--- src/rtl/amo_pkg.sv ---
package amo_pkg;

  // Operation codes; ordering matters only in that all legal codes are <= AMO_LADD
  localparam int AMO_ADD  = 0;
  localparam int AMO_OR   = 1;
  localparam int AMO_AND  = 2;
  localparam int AMO_XOR  = 3;
  localparam int AMO_FADD = 4;
  localparam int AMO_FOR  = 5;
  localparam int AMO_FAND = 6;
  localparam int AMO_FXOR = 7;
  localparam int AMO_XCHG = 8;
  localparam int AMO_CAS  = 9;
  localparam int AMO_LADD = 10;

  typedef enum logic [2:0] {
    ST_IDLE  = 3'd0,
    ST_READ  = 3'd1,
    ST_CALC  = 3'd2,
    ST_WRITE = 3'd3,
    ST_DONE  = 3'd4
  } amo_state_e;

endpackage

--- src/rtl/amo_addr_gen.sv ---
module amo_addr_gen #(
  parameter int ADDR_W = 64,
  parameter int OFS_W  = 16
) (
  input  logic [ADDR_W-1:0] base,
  input  logic [OFS_W-1:0]  ofs,
  input  logic              wide,
  output logic [ADDR_W-1:0] addr,
  output logic              misaligned
);
  localparam int EXT_W = ADDR_W - OFS_W;

  logic [ADDR_W-1:0] ofs_ext;

  always_comb begin
    ofs_ext    = {{EXT_W{ofs[OFS_W-1]}}, ofs};
    addr       = base + ofs_ext;
    misaligned = wide ? (addr[2:0] != 3'b000) : (addr[1:0] != 2'b00);
  end
endmodule

--- src/rtl/amo_alu.sv ---
module amo_alu
  import amo_pkg::*;
#(
  parameter int DATA_W = 64,
  parameter int OP_W   = 4,
  parameter int RIDX_W = 4
) (
  input  logic [OP_W-1:0]   op,
  input  logic              wide,
  input  logic [DATA_W-1:0] old_val,
  input  logic [DATA_W-1:0] src_val,
  input  logic [DATA_W-1:0] cmp_val,
  input  logic [RIDX_W-1:0] src_idx,
  output logic              legal,
  output logic              need_write,
  output logic [DATA_W-1:0] new_val,
  output logic              wb_want,
  output logic [RIDX_W-1:0] wb_reg,
  output logic [DATA_W-1:0] wb_data
);
  localparam int HALF_W = DATA_W / 2;

  logic [DATA_W-1:0] keep_mask;
  logic [DATA_W-1:0] old_n, src_n, cmp_n, raw;
  logic              match, fetch, is_cas;

  always_comb begin
    keep_mask = wide ? {DATA_W{1'b1}} : {{HALF_W{1'b0}}, {HALF_W{1'b1}}};
    old_n     = old_val & keep_mask;
    src_n     = src_val & keep_mask;
    cmp_n     = cmp_val & keep_mask;
    match     = (old_n == cmp_n);
    raw       = '0;
    fetch     = 1'b0;
    is_cas    = 1'b0;
    legal     = 1'b1;
    case (op)
      OP_W'(AMO_ADD), OP_W'(AMO_LADD): raw = old_n + src_n;
      OP_W'(AMO_OR):   raw = old_n | src_n;
      OP_W'(AMO_AND):  raw = old_n & src_n;
      OP_W'(AMO_XOR):  raw = old_n ^ src_n;
      OP_W'(AMO_FADD): begin raw = old_n + src_n; fetch = 1'b1; end
      OP_W'(AMO_FOR):  begin raw = old_n | src_n; fetch = 1'b1; end
      OP_W'(AMO_FAND): begin raw = old_n & src_n; fetch = 1'b1; end
      OP_W'(AMO_FXOR): begin raw = old_n ^ src_n; fetch = 1'b1; end
      OP_W'(AMO_XCHG): begin raw = src_n; fetch = 1'b1; end
      OP_W'(AMO_CAS):  begin raw = src_n; is_cas = 1'b1; end
      default:         legal = 1'b0;
    endcase
    new_val    = raw & keep_mask;
    need_write = is_cas ? match : 1'b1;
    wb_want    = fetch | is_cas;
    wb_reg     = is_cas ? '0 : src_idx;
    wb_data    = old_n;
  end
endmodule

--- src/rtl/amo_seq.sv ---
module amo_seq
  import amo_pkg::*;
(
  input  logic       clk,
  input  logic       rst_n,
  input  logic       start,
  input  logic       fault,
  input  logic       need_write,
  input  logic       mem_ready,
  output amo_state_e state,
  output logic       accept,
  output logic       capture
);
  amo_state_e state_nxt;

  always_comb begin
    state_nxt = state;
    accept    = 1'b0;
    capture   = 1'b0;
    case (state)
      ST_IDLE: begin
        if (start) begin
          accept    = 1'b1;
          state_nxt = fault ? ST_DONE : ST_READ;
        end
      end
      ST_READ: begin
        if (mem_ready) begin
          capture   = 1'b1;
          state_nxt = ST_CALC;
        end
      end
      ST_CALC:  state_nxt = need_write ? ST_WRITE : ST_DONE;
      ST_WRITE: if (mem_ready) state_nxt = ST_DONE;
      ST_DONE:  state_nxt = ST_IDLE;
      default:  state_nxt = ST_IDLE;
    endcase
  end

  always_ff @(posedge clk or negedge rst_n) begin
    if (!rst_n) state <= ST_IDLE;
    else        state <= state_nxt;
  end
endmodule

--- src/rtl/amo_unit.sv ---
module amo_unit
  import amo_pkg::*;
#(
  parameter int ADDR_W = 64,
  parameter int DATA_W = 64,
  parameter int OFS_W  = 16,
  parameter int RIDX_W = 4,
  parameter int OP_W   = 4
) (
  input  logic              clk,
  input  logic              rst_n,
  input  logic              start,
  input  logic [OP_W-1:0]   op,
  input  logic              wide,
  input  logic [ADDR_W-1:0] base,
  input  logic [OFS_W-1:0]  ofs,
  input  logic [DATA_W-1:0] src_val,
  input  logic [DATA_W-1:0] r0_val,
  input  logic [RIDX_W-1:0] src_idx,
  output logic              busy,
  output logic              done,
  output logic              err,
  output logic              wb_en,
  output logic [RIDX_W-1:0] wb_reg,
  output logic [DATA_W-1:0] wb_data,
  output logic              mem_req,
  output logic              mem_we,
  output logic              mem_size,
  output logic [ADDR_W-1:0] mem_addr,
  output logic [DATA_W-1:0] mem_wdata,
  input  logic [DATA_W-1:0] mem_rdata,
  input  logic              mem_ready
);
  // reset: asserted asynchronously, released on a clock edge
  logic [1:0] rst_pipe;
  logic       rst_n_s;

  always_ff @(posedge clk or negedge rst_n) begin
    if (!rst_n) rst_pipe <= 2'b00;
    else        rst_pipe <= {rst_pipe[0], 1'b1};
  end
  assign rst_n_s = rst_pipe[1];

  // command inputs of the address generator and decode are taken from the port side
  logic [ADDR_W-1:0] ea;
  logic              misaligned;

  amo_addr_gen #(.ADDR_W(ADDR_W), .OFS_W(OFS_W)) u_agen (
    .base       (base),
    .ofs        (ofs),
    .wide       (wide),
    .addr       (ea),
    .misaligned (misaligned)
  );

  // latched command
  logic [OP_W-1:0]   op_q;
  logic              wide_q;
  logic [ADDR_W-1:0] addr_q;
  logic [DATA_W-1:0] src_q, cmp_q, old_q;
  logic [RIDX_W-1:0] idx_q;
  logic              err_q;

  // decode of the incoming opcode for legality only
  logic              in_legal;
  logic              in_nw_unused;
  logic [DATA_W-1:0] in_nv_unused, in_wbd_unused;
  logic              in_wbw_unused;
  logic [RIDX_W-1:0] in_wbr_unused;

  amo_alu #(.DATA_W(DATA_W), .OP_W(OP_W), .RIDX_W(RIDX_W)) u_dec (
    .op         (op),
    .wide       (wide),
    .old_val    ('0),
    .src_val    ('0),
    .cmp_val    ('0),
    .src_idx    ('0),
    .legal      (in_legal),
    .need_write (in_nw_unused),
    .new_val    (in_nv_unused),
    .wb_want    (in_wbw_unused),
    .wb_reg     (in_wbr_unused),
    .wb_data    (in_wbd_unused)
  );

  logic              fault;
  logic              alu_legal, need_write, wb_want;
  logic [DATA_W-1:0] new_val, alu_wb_data;
  logic [RIDX_W-1:0] alu_wb_reg;

  assign fault = misaligned | ~in_legal;

  amo_alu #(.DATA_W(DATA_W), .OP_W(OP_W), .RIDX_W(RIDX_W)) u_alu (
    .op         (op_q),
    .wide       (wide_q),
    .old_val    (old_q),
    .src_val    (src_q),
    .cmp_val    (cmp_q),
    .src_idx    (idx_q),
    .legal      (alu_legal),
    .need_write (need_write),
    .new_val    (new_val),
    .wb_want    (wb_want),
    .wb_reg     (alu_wb_reg),
    .wb_data    (alu_wb_data)
  );

  amo_state_e state;
  logic       accept, capture;

  amo_seq u_seq (
    .clk        (clk),
    .rst_n      (rst_n_s),
    .start      (start),
    .fault      (fault),
    .need_write (need_write),
    .mem_ready  (mem_ready),
    .state      (state),
    .accept     (accept),
    .capture    (capture)
  );

  always_ff @(posedge clk or negedge rst_n_s) begin
    if (!rst_n_s) begin
      op_q   <= '0;
      wide_q <= 1'b0;
      addr_q <= '0;
      src_q  <= '0;
      cmp_q  <= '0;
      idx_q  <= '0;
      err_q  <= 1'b0;
    end else if (accept) begin
      op_q   <= op;
      wide_q <= wide;
      addr_q <= ea;
      src_q  <= src_val;
      cmp_q  <= r0_val;
      idx_q  <= src_idx;
      err_q  <= fault;
    end
  end

  always_ff @(posedge clk or negedge rst_n_s) begin
    if (!rst_n_s)     old_q <= '0;
    else if (capture) old_q <= mem_rdata;
  end

  always_comb begin
    busy      = (state != ST_IDLE);
    done      = (state == ST_DONE);
    err       = done & err_q;
    wb_en     = done & ~err_q & alu_legal & wb_want;
    wb_reg    = alu_wb_reg;
    wb_data   = alu_wb_data;
    mem_req   = (state == ST_READ) | (state == ST_WRITE);
    mem_we    = (state == ST_WRITE);
    mem_size  = wide_q;
    mem_addr  = addr_q;
    mem_wdata = new_val;
  end
endmodule

--- config.mk ---
export PLATFORM = sky130hd
export DESIGN_NAME = amo_unit
export DESIGN_NICKNAME = d
export VERILOG_FILES = /design/src/rtl/amo_pkg.sv /design/src/rtl/amo_addr_gen.sv /design/src/rtl/amo_alu.sv /design/src/rtl/amo_seq.sv /design/src/rtl/amo_unit.sv
export SDC_FILE = /design/constraint.sdc
export NUM_CORES = 1
export LEC_CHECK = 0
export BUFFER_PORTS_ARGS = -buffer_cell sky130_fd_sc_hd__buf_2
export CAP_MARGIN = 20
export CORE_ASPECT_RATIO = 0.9
export CORE_MARGIN = 3
export CORE_UTILIZATION = 28
export CTS_CLUSTER_SIZE = 14
export DETAILED_ROUTE_END_ITERATION = 6
export PLACE_DENSITY = 0.53
export RECOVER_POWER = 100
export SYNTH_ARGS = -nofsm -noshare
export SYNTH_HDL_FRONTEND = slang
export SYNTH_HIERARCHICAL = 1
export SYNTH_SLANG_ARGS = --single-unit
--- constraint.sdc ---
create_clock -name clk -period 9.5 [get_ports clk]
set_clock_uncertainty 0.1 [all_clocks]
set_input_delay 1.425 -clock clk [delete_from_list [all_inputs] [get_ports clk]]
set_output_delay 1.425 -clock clk [all_outputs]
set_load 0.02 [all_outputs]
Word level (Yosys, flattened, before mapping). Cells that the tools add are included.

Equality and inequality tests: 28. Divide/modulo/power cells: 0. Reduce and logical (&&, ||, !) cells: 15. Bitwise logic cells: 16. Add/sub/neg operators: 2. Order comparisons: 0. Shift operators: 0. Multipliers: 0. Mux-type cells: 19.

Operators by type and width (number): $and 64x64->64 (5); $pmux 64 s5 (1); $add 64x64->64 (2); $eq 64x64->1 (1); $mux 64 (1); $or 64x64->64 (1); $xor 64x64->64 (1); $eq 4x3->1 const B (8); $eq 4x4->1 const B (6); $reduce_or 11->1 (2); $eq 4x2->1 const B (4); $mux 3 (5); $pmux 3 s4 (1); $mux 1 (10); $eq 4x1->1 const B (2); $logic_not 4->1 (2); $reduce_or 2->1 (4); $eq 3x2->1 const B (2); $reduce_bool 3->1 (2); $reduce_or 5->1 (1); $and 1x1->1 (4); $mux 4 (1); $ne 2x2->1 const B (2); $eq 3x1->1 const B (1); 8 further kinds (11).

Bits in latches: 0. Memories: 0. Bits in read-only memories: 0. Word-level logic and storage cells: 90. RAM bits: 0. Register bits: 271. Input port bits: 285. Output and inout bits: 203.

Longest topological paths before layout.
Depth after elaboration: 8. Mapped depth: 18.

Modules after synthesis. Netlist, hierarchy kept.

Modules (own cells, without submodules): amo_alu (cells each 1373, area an instance 8570.7 um2, instances 2, seq. area each 0.0 um2); amo_unit (cells each 572, area an instance 10035.9 um2, instances 1, seq. area each 6706.4 um2); amo_addr_gen (cells each 580, area an instance 3911.3 um2, instances 1, seq. area each 0.0 um2); amo_seq (cells each 18, area an instance 190.2 um2, instances 1, seq. area each 75.1 um2).

Worst setup path after synthesis. No wires, ideal clock.

Path type: reg-to-output. From: register wide_q, in the netlist mem_size. To: output mem_wdata[56]. Setup slack: 3492 ps. Data required time: 7975 ps. Arrival time: 4483 ps. Stages on the path, launching flop included: 17. Path buffers: 7. Cell sequence: dfrtp_1 -> buf_2 -> clkbuf_1 -> clkbuf_1 -> clkbuf_1 -> clkbuf_1 -> buf_1 -> nand2_1 -> ha_1 -> clkbuf_1 -> nand2_1 -> or3_1 -> a311o_1 -> nand2_1 -> o2111ai_1 -> and3_1 -> o31ai_1.

Cells in the longest elaborated chain, start to end: 5. Elaborated cells on any way between the ends: 9.

RTL lines: from (decl) (line amo_unit.sv:58) `logic wide_q;`; from (signal assigned) (line amo_unit.sv:134) `wide_q <= wide;`; $mux 64 (*) (line amo_alu.sv:28) `keep_mask = wide ? {DATA_W{1'b1}} : {{HALF_W{1'b0}}, {HALF_W{1'b1}}};`; $and 64x64->64, on equally long branches (line amo_alu.sv:29, amo_alu.sv:30); $add 64x64->64, or another cell as far along (line amo_alu.sv:38, amo_alu.sv:42); $pmux 64 s5 (line amo_alu.sv:37) `case (op)`; $and 64x64->64 (*) (line amo_alu.sv:50) `new_val = raw & keep_mask;`; to (decl) (line amo_unit.sv:30) `output logic [DATA_W-1:0] mem_wdata,`.

Mark *: on every way between the ends. The rest lies on a longest branch, timed or not.

Worst setup path after layout.
From: register op_q[0]. To: output mem_wdata[40].

Cells in the longest elaborated chain, start to end: 4. Elaborated cells on any way between the ends: 18.

RTL lines: from (decl) (line amo_unit.sv:57) `logic [OP_W-1:0] op_q;`; from (signal assigned) (line amo_unit.sv:133) `op_q <= op;`; $eq 4x4->1, or another cell as far along (line amo_alu.sv:37); $reduce_or 3->1 (no line) / $reduce_or 2->1 (equally long branches); $pmux 64 s5 (*) (line amo_alu.sv:37); $and 64x64->64 (*) (line amo_alu.sv:50).

Marks and branches as above.

==> impl_metrics.toml <==
[run_status]
status = "finished, violations left"
failed_checks = "max-capacitance violations, max-slew violations"

[timing]
report.final.setup_viol = 0
grt_setup_unrepaired = "false"
fmax_mhz = 131.1
fin_crit_ns = 7.627
finalHoldViolCount = 0
smallest_hold_slack_ns = 0.2615
final_min_period_over_clock_period_pct = 80.29
totalNegativeSetupSlack_ns = 0
max_slew.worst_pin.slew_ns = 4.069
drv_slew = 517
slew-limit-headroom_pct = -171.3
timing.final.ws_setup_ns = 1.873

[finish]
filler_cell_count = 8534
drive_above_1_share_pct = 23.69
layout.nets = 3355
postLayoutCoreUtil_pct = 33.34
flow.area_growth_from_synthesis_pct = 17.29
layout.cells.non_filler = 3993

[setup_path]
worst_path_max_delay_cell = "sky130_fd_sc_hd__clkbuf_1"
cp_cell_sequence = "nor2b_1, nor2b_4, clkbuf_1, nor2_1, nand3_1, o211ai_1, and2_1, o32ai_1, clkbuf_1"
crit_path_max_fanout = 56
path_buf_inv = 2
worst_path_largest_cell_delay_ns = 2.27
worst_setup_ep_type = "primary output"
cpLargestDelayFamily = "buffers and inverters"
rrSetupSlack_ns = 3.41
crit-reg2reg-capture = "cmp_q[57]$_DFFE_PN0P_"
worst-endpoint-required_ns = 7.98
timing.critical_path.from_type = "flop"
worst_r2r_startpoint = "rst_pipe[1]$_DFF_PN0_"
setup.worst_path.class = "reg2out"
timing.critical_path.arrival_ns = 6.10
critPathMostFrequentCell = "sky130_fd_sc_hd__clkbuf_1"
rr_worst_depth = 2

[yosys]
synth.avg_cell_area_um2 = 8.921
syn-num-nets = 2995
synth_warnings = 6
syn-instance-count = 2547
syn_area_um2 = 22720

[placement]
numPortBuffers = 487
hpwl_mm = 67.67
place_worst_setup_slack_ns = 3.796
placed_cells_incl_taps = 3916
finalWeightedCongestion = 0.8866

[job]
maxcap_violations = 9

[clock_network]
level_count_of_the_clock_h_tree = 2
cts_tree = "done"
cts_made_buffers = 39
post_cts_resize_count = 0
cts.path.max_buffers = 3
ctsHoldBuffers = 0
postCtsSetupRepairBufs = 0
clk-insertion-delay-late_ns = 0.57
cts_root_buffer = "sky130_fd_sc_hd__clkbuf_16"
cts.sinks = 271
cts.clk_slew.worst_paths_ns = 0.06

[die]
floorplan.initialDensity_pct = 28.42
fp.dieH_um = 276.3
dieArea_um2 = 84610
num_io_pins = 488
core_area_um2 = 79950
die_width_um = 306.3
placement_rows = 98

[route]
route.final.wire_length_mm = 88.30
route.detailed.vias_per_inst = 5.255
first_pass_detailed_route_iteration_total = 6
drc = 0
detail-route-antenna-nets = 0
vias = 20982
initialDrtViolationCount = 1591
avgRoutedWirePerCell_um = 22.11

[worst_hold_path]
min_path_cells = 0
worst_hold_path_type = "reg2reg"
hold-path-endpoint = "rst_pipe[1]$_DFF_PN0_"
hold_start = "rst_pipe[0]$_DFF_PN0_"

[power_and_ir_drop]
power.static_leakage_nw = 11.65
cellPowerDensity_nw_per_um2 = 406.7
irDropWorstVdd_mv = 0.1757

[global_routing]
grt_pass1_wl_mm = 131.0
number_of_global_route_vias_before_repair = 20349
pin_count_of_the_biggest_net_entering_global_routing = 140
grt_util_all_layers_pct = 20.20
globalRouteOverflowTotal = 0
antenna_found_initial = 27
## power by group
part / internal (mW) / total [mW] / switching [mW]
combinational: 2.50 / 6.80 / 4.30
clock: 0.934 / 1.53 / 0.598
sequential: 1.75 / 2.51 / 0.762
total: 5.18 / 10.8 / 5.66
## worst reg2reg max path, stage by stage (launching register included)
cell and delay (ns):
sky130_fd_sc_hd__dfrtp_1 1.56, sky130_fd_sc_hd__buf_12 0.56, sky130_fd_sc_hd__clkbuf_1 3.02
## area by class of cell
type / instances / area [um2] / area share, %
sequential: 271 / 6782 / 25.44
tap: 1050 / 1314 / 4.929
clock buffer: 50 / 1110 / 4.164
antenna: 9 / 22.52 / 0.08450
clock inverter: 18 / 219.0 / 0.8216
multi-input combinational: 1937 / 14310 / 53.67
timing repair buffer: 507 / 2333 / 8.755
inverter: 151 / 566.8 / 2.127
## worst max-delay path by stage
| stage | from | to | slack, ns | cells after the start |
|---|---|---|---|---|
| final | op_q[0]$_DFFE_PN0P_ | mem_wdata[40] | 1.87 | 9 |
| after global routing | op_q[0]$_DFFE_PN0P_ | mem_wdata[40] | 1.61 | 9 |
| after global placement | old_q[0]$_DFFE_PN0P_ | mem_wdata[42] | 3.82 | 12 |
| after floorplan | rst_pipe[1]$_DFF_PN0_ | cmp_q[0]$_DFFE_PN0P_ | 1.29 | 0 |
| after detailed placement | old_q[0]$_DFFE_PN0P_ | mem_wdata[42] | 3.80 | 12 |
| after CTS | old_q[0]$_DFFE_PN0P_ | mem_wdata[42] | 3.16 | 12 |
## per-stage QoR
stage                     power, mW  cell area (um2)
after floorplan               7.185            22720
after global placement        9.347            25620
after detailed placement      9.379            25620
after CTS                     10.99            26950
after global routing          11.66            26640
final                         10.84            26650
## layout by cell type, fill, tap and decap left out, drive strengths merged, types with 52 or more instances in the layout
cell type,instances
buf,311
mux2,273
dfrtp,271
clkbuf,246
a21oi,233
nand2,229
ha,161
inv,150
o21ai,133
nor2,113
xnor2,84
xor2,72
nand3,53
o22ai,52
## flip-flops by register name, summed over array words and instances, names as in the netlist
register,flops
idx_q,4
rst_pipe,2
op_q,4
u_seq/state,3
src_q,64
mem_addr,64
cmp_q,64
old_q,64
err_q,1
mem_size,1
## metal layers
metal | GRT usage, % | part of all wire [%] | vias up
met2 | 31.74 | 45 | 698
met4 | 5.954 | 2.9 | 20
li1 | - | - | 9942
met1 | 26.92 | 44 | 10187
met5 | 0 | 0.13 | -
met3 | 5.729 | 8.1 | 135
Power figures use the tool's default switching activity.
